$ cat config.mk
export PLATFORM = sky130hd
export DESIGN_NAME = lcd_row_scan_drv
export DESIGN_NICKNAME = d
export VERILOG_FILES = /design/src/rtl/lcd_scan_pkg.sv /design/src/rtl/lcd_blank_ctrl.sv /design/src/rtl/lcd_lp_edge.sv /design/src/rtl/lcd_shift_chain.sv /design/src/rtl/lcd_level_map.sv /design/src/rtl/lcd_row_scan_drv.sv
export SDC_FILE = /design/constraint.sdc
export NUM_CORES = 1
export LEC_CHECK = 0
export BUFFER_PORTS_ARGS = -buffer_cell sky130_fd_sc_hd__buf_2
export CAP_MARGIN = 5
export CELL_PAD_IN_SITES_DETAIL_PLACEMENT = 2
export CELL_PAD_IN_SITES_GLOBAL_PLACEMENT = 2
export CORE_MARGIN = 3
export CORE_UTILIZATION = 34
export CTS_CLUSTER_DIAMETER = 50
export DETAILED_ROUTE_END_ITERATION = 12
export PLACE_DENSITY = 0.95
export SLEW_MARGIN = 10
export SYNTH_ARGS = -nofsm -noshare
export SYNTH_HDL_FRONTEND = slang
export SYNTH_SLANG_ARGS = --single-unit
$ cat constraint.sdc
create_clock -name clk -period 26.7 [get_ports clk]
set_clock_uncertainty 0.05 [all_clocks]
set_input_delay 4.005 -clock clk [delete_from_list [all_inputs] [get_ports clk]]
set_output_delay 4.005 -clock clk [all_outputs]
set_load 0.03 [all_outputs]
$ cat src/rtl/lcd_scan_pkg.sv
package lcd_scan_pkg;
  localparam int LVL_W = 2;

  typedef enum logic [LVL_W-1:0] {
    LVL_VSS = 2'b00,
    LVL_V43 = 2'b01,
    LVL_V12 = 2'b10,
    LVL_V0  = 2'b11
  } lvl_e;

  // selected rows drive the outer rails, unselected rows the inner ones
  function automatic lvl_e pick_level(input logic sel, input logic inv);
    if (sel) return inv ? LVL_V0 : LVL_VSS;
    else     return inv ? LVL_V43 : LVL_V12;
  endfunction
endpackage

$ cat src/rtl/lcd_blank_ctrl.sv
module lcd_blank_ctrl (
  input  logic clk,
  input  logic rst_n,
  input  logic disp_off_n,
  output logic clr_n,
  output logic ready
);
  logic s1, s2;

  assign clr_n = rst_n & disp_off_n;

  // immediate assertion of blanking, two-flop release
  always_ff @(posedge clk or negedge clr_n) begin
    if (!clr_n) begin
      s1 <= 1'b0;
      s2 <= 1'b0;
    end else begin
      s1 <= 1'b1;
      s2 <= s1;
    end
  end

  assign ready = s2;


  blank_hold_chk: assert property (@(posedge clk) disable iff (!rst_n)
    !disp_off_n |-> !ready);


  release_delay_chk: assert property (@(posedge clk) disable iff (!rst_n)
    $rose(disp_off_n) |=> !ready);
endmodule

$ cat src/rtl/lcd_lp_edge.sv
module lcd_lp_edge (
  input  logic clk,
  input  logic rst_n,
  input  logic ready,
  input  logic lp,
  output logic step
);
  logic lp_d;

  // history is wiped while blanked, so only a fall seen after release counts
  always_ff @(posedge clk or negedge rst_n) begin
    if (!rst_n)      lp_d <= 1'b0;
    else if (!ready) lp_d <= 1'b0;
    else             lp_d <= lp;
  end

  assign step = ready & lp_d & ~lp;


  no_step_blank_chk: assert property (@(posedge clk) disable iff (!rst_n)
    $past(!ready) |-> !step);
endmodule

$ cat src/rtl/lcd_shift_chain.sv
module lcd_shift_chain #(
  parameter int NUM_OUT = 240
) (
  input  logic               clk,
  input  logic               rst_n,
  input  logic               clr_n,
  input  logic               step,
  input  logic               dir,
  input  logic               dual_mode,
  input  logic               up_in,
  input  logic               dn_in,
  input  logic               mid_in,
  output logic [NUM_OUT-1:0] q
);
  localparam int UP_ENTRY = NUM_OUT / 2;
  localparam int DN_ENTRY = NUM_OUT / 2 - 1;

  logic [NUM_OUT-1:0] nxt;

  for (genvar i = 0; i < NUM_OUT; i++) begin : g_stage
    logic from_low, from_high;
    if (i == 0) begin : g_first
      assign from_low = up_in;
    end else if (i == UP_ENTRY) begin : g_up_mid
      assign from_low = dual_mode ? mid_in : q[i-1];
    end else begin : g_up_norm
      assign from_low = q[i-1];
    end
    if (i == NUM_OUT - 1) begin : g_last
      assign from_high = dn_in;
    end else if (i == DN_ENTRY) begin : g_dn_mid
      assign from_high = dual_mode ? mid_in : q[i+1];
    end else begin : g_dn_norm
      assign from_high = q[i+1];
    end
    assign nxt[i] = dir ? from_low : from_high;
  end

  always_ff @(posedge clk or negedge clr_n) begin
    if (!clr_n)    q <= '0;
    else if (step) q <= nxt;
  end


  clear_state_chk: assert property (@(posedge clk) disable iff (!rst_n)
    !clr_n |-> (q == '0));


  up_shift_chk: assert property (@(posedge clk) disable iff (!clr_n)
    (step && dir) |=> (q[0] == $past(up_in)) && (q[NUM_OUT-1] == $past(q[NUM_OUT-2])));


  dn_shift_chk: assert property (@(posedge clk) disable iff (!clr_n)
    (step && !dir) |=> (q[NUM_OUT-1] == $past(dn_in)) && (q[0] == $past(q[1])));


  mid_entry_chk: assert property (@(posedge clk) disable iff (!clr_n)
    (step && dual_mode) |=> (q[$past(dir) ? UP_ENTRY : DN_ENTRY] == $past(mid_in)));


  hold_chk: assert property (@(posedge clk) disable iff (!clr_n)
    !step |=> $stable(q));
endmodule

$ cat src/rtl/lcd_level_map.sv
module lcd_level_map #(
  parameter int NUM_OUT = 240
) (
  input  logic                                  ready,
  input  logic                                  fr,
  input  logic [NUM_OUT-1:0]                    q,
  output logic [NUM_OUT*lcd_scan_pkg::LVL_W-1:0] codes
);
  import lcd_scan_pkg::*;

  for (genvar i = 0; i < NUM_OUT; i++) begin : g_map
    assign codes[i*LVL_W +: LVL_W] = ready ? pick_level(q[i], fr) : LVL_VSS;
  end
endmodule

$ cat src/rtl/lcd_row_scan_drv.sv
module lcd_row_scan_drv #(
  parameter int NUM_OUT = 240
) (
  input  logic                  clk,
  input  logic                  rst_n,
  input  logic                  disp_off_n,
  input  logic                  lp,
  input  logic                  dir,
  input  logic                  dual_mode,
  input  logic                  fr,
  input  logic                  eio1_in,
  input  logic                  eio2_in,
  input  logic                  mid_in,
  output logic                  eio1_out,
  output logic                  eio1_oe,
  output logic                  eio2_out,
  output logic                  eio2_oe,
  output logic [2*NUM_OUT-1:0]  lvl_codes
);
  localparam int CODE_W = NUM_OUT * lcd_scan_pkg::LVL_W;

  logic clr_n, ready, step;
  logic [NUM_OUT-1:0] q;
  logic [CODE_W-1:0]  codes;

  lcd_blank_ctrl u_blank (
    .clk(clk), .rst_n(rst_n), .disp_off_n(disp_off_n),
    .clr_n(clr_n), .ready(ready)
  );

  lcd_lp_edge u_edge (
    .clk(clk), .rst_n(rst_n), .ready(ready), .lp(lp), .step(step)
  );

  lcd_shift_chain #(.NUM_OUT(NUM_OUT)) u_chain (
    .clk(clk), .rst_n(rst_n), .clr_n(clr_n), .step(step), .dir(dir),
    .dual_mode(dual_mode), .up_in(eio1_in), .dn_in(eio2_in),
    .mid_in(mid_in), .q(q)
  );

  lcd_level_map #(.NUM_OUT(NUM_OUT)) u_map (
    .ready(ready), .fr(fr), .q(q), .codes(codes)
  );

  assign lvl_codes = codes;

  // pin roles swap with direction; an input-role pin drives 0
  assign eio1_oe  = ~dir;
  assign eio2_oe  = dir;
  assign eio1_out = ~dir & q[0];
  assign eio2_out = dir & q[NUM_OUT-1];


  cascade_out_chk: assert property (@(posedge clk) disable iff (!clr_n)
    (step && dir) |=> (eio2_out == $past(q[NUM_OUT-2])) || !dir);
endmodule

# Word-level counts from Yosys, hierarchy flattened
# Cells that the tools add are included.
# word_totals
register_bits	243
latch_bits	0
mem_bits_rw	0
mem_bits_ro	0
in_bits	10
out_inout_bits	484
elab_cells	736
n_memories	0
# classes
addsub	0
n_mul	0
div_mod_pow	0
order_cmp	0
n_eq_ne	0
shifts	0
muxes	725
bitwise	7
reduce_logical	0
# ops
operator	count
$mux W2	482
$mux W1	243
$and A1 B1 Y1	5
$not A1 Y1	2

# Logic depth before layout (Yosys ltp)
# logic_depth
ltp_word	3
mapped_depth	7
mapped_depth_nobuf	3

# Modules after synthesis
# From an unflattened synthesis, not the netlist that was laid out.
# hier_totals
hier_cells	1829
area_unflattened_um2	17047.6
# by_module_without_submodules
module	instances	cells_each	area_per_inst_um2
lcd_shift_chain	1	1045	11053.1
lcd_level_map	1	773	5869.4
lcd_blank_ctrl	1	4	60.1
lcd_lp_edge	1	3	41.3
lcd_row_scan_drv	1	4	23.8

# Worst setup path after synthesis
# Ideal clock, no wire load.
# synth_timing
kind	input port to output port
startpoint	input fr
endpoint	output lvl_codes[100]
arrival_time_ns	9.364
path_slack_ns	13.281
stages	5
path_cell_list	buf_4 buf_6 buf_6 and2_1 buf_4
# synth_via
elab_chain_len	3
word_cells_on_any_way	4
cone_classes	4 x mux
# synth_rtl
item	line	rtl
from (decl)	lcd_row_scan_drv.sv:10	input logic fr,
$mux W2, on equally long branches	lcd_scan_pkg.sv:14, lcd_scan_pkg.sv:13	
$mux W2 (*)	lcd_scan_pkg.sv:13	if (sel) return inv ? LVL_V0 : LVL_VSS;
$mux W2 (*)	lcd_level_map.sv:12	assign codes[i*LVL_W +: LVL_W] = ready ? pick_level(q[i], fr) : LVL_VSS;
to (decl)	lcd_row_scan_drv.sv:18	output logic [2*NUM_OUT-1:0] lvl_codes
# Mark *: on every way between the ends. The rest lies on a longest branch, timed or not.

# Final worst setup path
# layout_timing
startpoint	input fr
endpoint	output lvl_codes[3]
# Same word-level chain as after synthesis.

==> metrics.txt <==
remaining number of nets flagged by the antenna check after routing 0; post-detailed-route via-to-cell ratio 4.747; clock network latency to the later pin of the worst-skew pair 0.55 ns; WP data required 22.65 ns; leftover overflow at the end of global routing 0; number of enable flip-flop cells after synthesis 0; cell-internal power 0.0007676 W; CP most frequent cell sky130_fd_sc_hd__buf_4; Critical Path Start Type input pin; total setup buffers inserted after CTS 0; number of buffers inserted during clock tree synthesis 38; capturing element type of the critical path output pin; #FFs+latches synth 243; switching share of power 31.80%; setup repair after global routing missed its margin no; per-cell routed wire length 20.42 µm; area fraction in compound gates after synthesis 7.137%; capture instance of the worst register-to-register path u_chain.q[230]; Critical Path Source fr; clock transition at the registers of the reported paths 0.05 ns; XOR/XNOR share of the synthesized area 12.34%; multiplexer area fraction after synthesis 14.16%; effective utilization at floorplan 34.60%; share of synthesized cell area in and, or, nand and nor gates 14.40%; most instantiated library cell after synthesis sky130_fd_sc_hd__buf_4; predominant post-synthesis flop cell sky130_fd_sc_hd__dfrtp_1; fraction of the mapped netlist area in adder cells 0%; period utilization 42.13%; number of input and output port buffers inserted 493; FF+latch area 6085 µm²; Post-Syn Instances 1827; post-cts sizing count 0; total power draw 0.001125 W; run status complete, no violations; cell area after layout 19090 µm²; overall routing resource usage 19.99%; Reg2Reg Launch Point u_blank.ready; crit path DAT 7.19 ns; area grow syn2layout 12.06%; post-synth top area cell sky130_fd_sc_hd__dfrtp_1; final weighted congestion in routability-driven placement 0.7837; share of the synthesized area in the top cell type 35.69%; synthesis warning total 0; count of boundary I/O pins 494; Std-Cell Core Area 49250 µm²; total DRC errors in the routed layout 0; maximum number of pins on one net before global-route repair 189; largest cells by area after synthesis sky130_fd_sc_hd__dfrtp_1 36%, sky130_fd_sc_hd__mux2i_1 14%, sky130_fd_sc_hd__xnor2_1 12%; vias in the first global route 14000; net switching power 0.0003578 W; master cell of the clock root buffer sky130_fd_sc_hd__clkbuf_16; unique cell type count in the Yosys netlist 20; category of the critical setup timing path input pin to output pin; class of the tightest hold or removal check flip-flop to flip-flop; net count after synthesis 1837; share of power burned in the clock network 47.2%; total of endpoints with negative setup slack in the final report 0; HPWL reported at the end of detailed placement 35750 µm; fraction of final layout cells sized beyond drive strength 1 28.59%; cell area after placement 17710 µm²; largest family of logic cells by synthesized area buffers and inverters; buffers from clock root to sink, at most 3; worst IR drop on VDD 0.04082 mV; Leakage 9.059 nW; Cell Pwr Density 58.94 nW/µm²; via count of the routed design 12800; total number of nets in the final design 2012; async set-or-reset flop fraction in the synthesized netlist 100.0%; time the final worst path needs with I/O delays and setup 11.25 ns; Site Rows 81; cells along the critical path buf_8 > buf_4 > buf_4 > xnor2_1 > and2_1 > buf_2; maximum clock frequency 0.08890 GHz; area of the multi-input gates 8194 µm²; Maximum Capacitance Violations 0; Avg Inst Size Synth 9.327 µm²; Final Core Density 38.77%; largest fanout on the critical path 67; sink count of the clock tree 243; antenna violations before repair 0; filler instances 5475; First DRT Iteration DRCs 753; Critical Path Sink lvl_codes[3]; top cell types by occurrence after synthesis 268 x sky130_fd_sc_hd__buf_4, 244 x sky130_fd_sc_hd__and2_1, 243 x sky130_fd_sc_hd__dfrtp_1, 240 x sky130_fd_sc_hd__mux2i_1, 240 x sky130_fd_sc_hd__xnor2_1; die area 52840 µm²; sequential fraction of the synthesis area 35.69%; Die H 229.9 µm; overall routed net length 55080 µm; first-pass GRT wire length 85780 µm; Final TNS setup 0 ns; slew margin rel. 23.95%; number of buffers inserted for hold repair after clock tree synthesis 0; total count of max-transition violations in the final report 0; Post-Synthesis Cell Area 17040 µm²; combinational power share 19.1%; sequential share of power 33.7%; number of detailed-routing iterations run before antenna repair 4; TritonCTS clock tree done; DIE WIDTH 229.9 µm; slowest CP cell sky130_fd_sc_hd__buf_4; Final Hold Vio Count 0; biggest cell delay along the critical path 0.95 ns; R2R cell count 6; depth of the CTS H-tree 2; slew of the pin with the lowest slew margin 1.141 ns; worst reg-to-reg setup slack 22.23 ns
-- power by group through the flow --
stage	Sequential, W	Clock [W]	Combinational [W]
2_1_floorplan	0.000381	0	0.000199
3_3_place_gp	0.000384	0	0.000209
3_5_place_dp	0.000385	0	0.000216
4_1_cts	0.000379	0.000545	0.000218
5_1_grt	0.000380	0.000561	0.000228
6_report	0.000379	0.000532	0.000215
-- logic make-up after synthesis --
family / Yosys count
simple gates: 486
buf+inv: 375
flops: 243
compound gates: 241
mux: 241
xor+xnor: 240
other cells: 1
-- flip-flops by register name, indices dropped and copies added, names as in the netlist --
name           flops
u_blank.ready      1
u_edge.lp_d        1
u_chain.q        240
u_blank.s1         1
-- cell usage in the layout, fill, tap and decap left out, drive strengths merged, types with 5 or more instances in the layout --
master,n
o21ai,239
dfrtp,243
clkinv,8
nand2,239
mux2i,240
clkbuf,46
buf,509
clkinvlp,6
and2,244
xnor2,240
bufinv,6
inv,5
-- layer usage --
layer	GRT usage, %	part of all wire (%)
met5	0	0
met4	6.820	2.7
met3	3.221	3.8
met2	36.02	52
met1	24.14	42
-- how the worst min path moves through the flow --
stage | depth (start not counted) | start | slack [ns] | endpoint
2_1_floorplan | 0 | u_blank.s1 | 0.28 | u_blank.ready
3_3_place_gp | 0 | u_blank.s1 | 0.28 | u_blank.ready
3_5_place_dp | 0 | u_blank.s1 | 0.29 | u_blank.ready
4_1_cts | 0 | u_blank.s1 | 0.30 | u_blank.ready
5_1_grt | 0 | u_blank.s1 | 0.31 | u_blank.ready
6_report | 0 | u_blank.s1 | 0.30 | u_blank.ready
-- final cells by class --
type,count,share of cell area (%)
Multi-Input combinational cell,1209,42.91
Clock buffer,46,5.347
Clock inverter,24,1.691
Sequential cell,243,31.87
Timing Repair Buffer,509,13.80
Tap cell,664,4.351
Inverter,1,0.01966
Antenna cell,1,0.01311
-- critical path: cells and delay by family --
family	cells	cell delay (ns)
xor gates and xnor gates	1	0.27
and+or+nand+nor	1	0.28
buffers and inverters	4	2.46
-- through the flow --
step,setup WS (ns),hold slack [ns],std cells
2_1_floorplan,13.28,0.2812,1827
3_3_place_gp,15.57,0.2828,2625
3_5_place_dp,15.46,0.2864,2625
4_1_cts,15.44,0.2980,2695
5_1_grt,15.21,0.3094,2696
6_report,15.45,0.2958,2697
No activity file was read; power rests on OpenSTA's default activity.
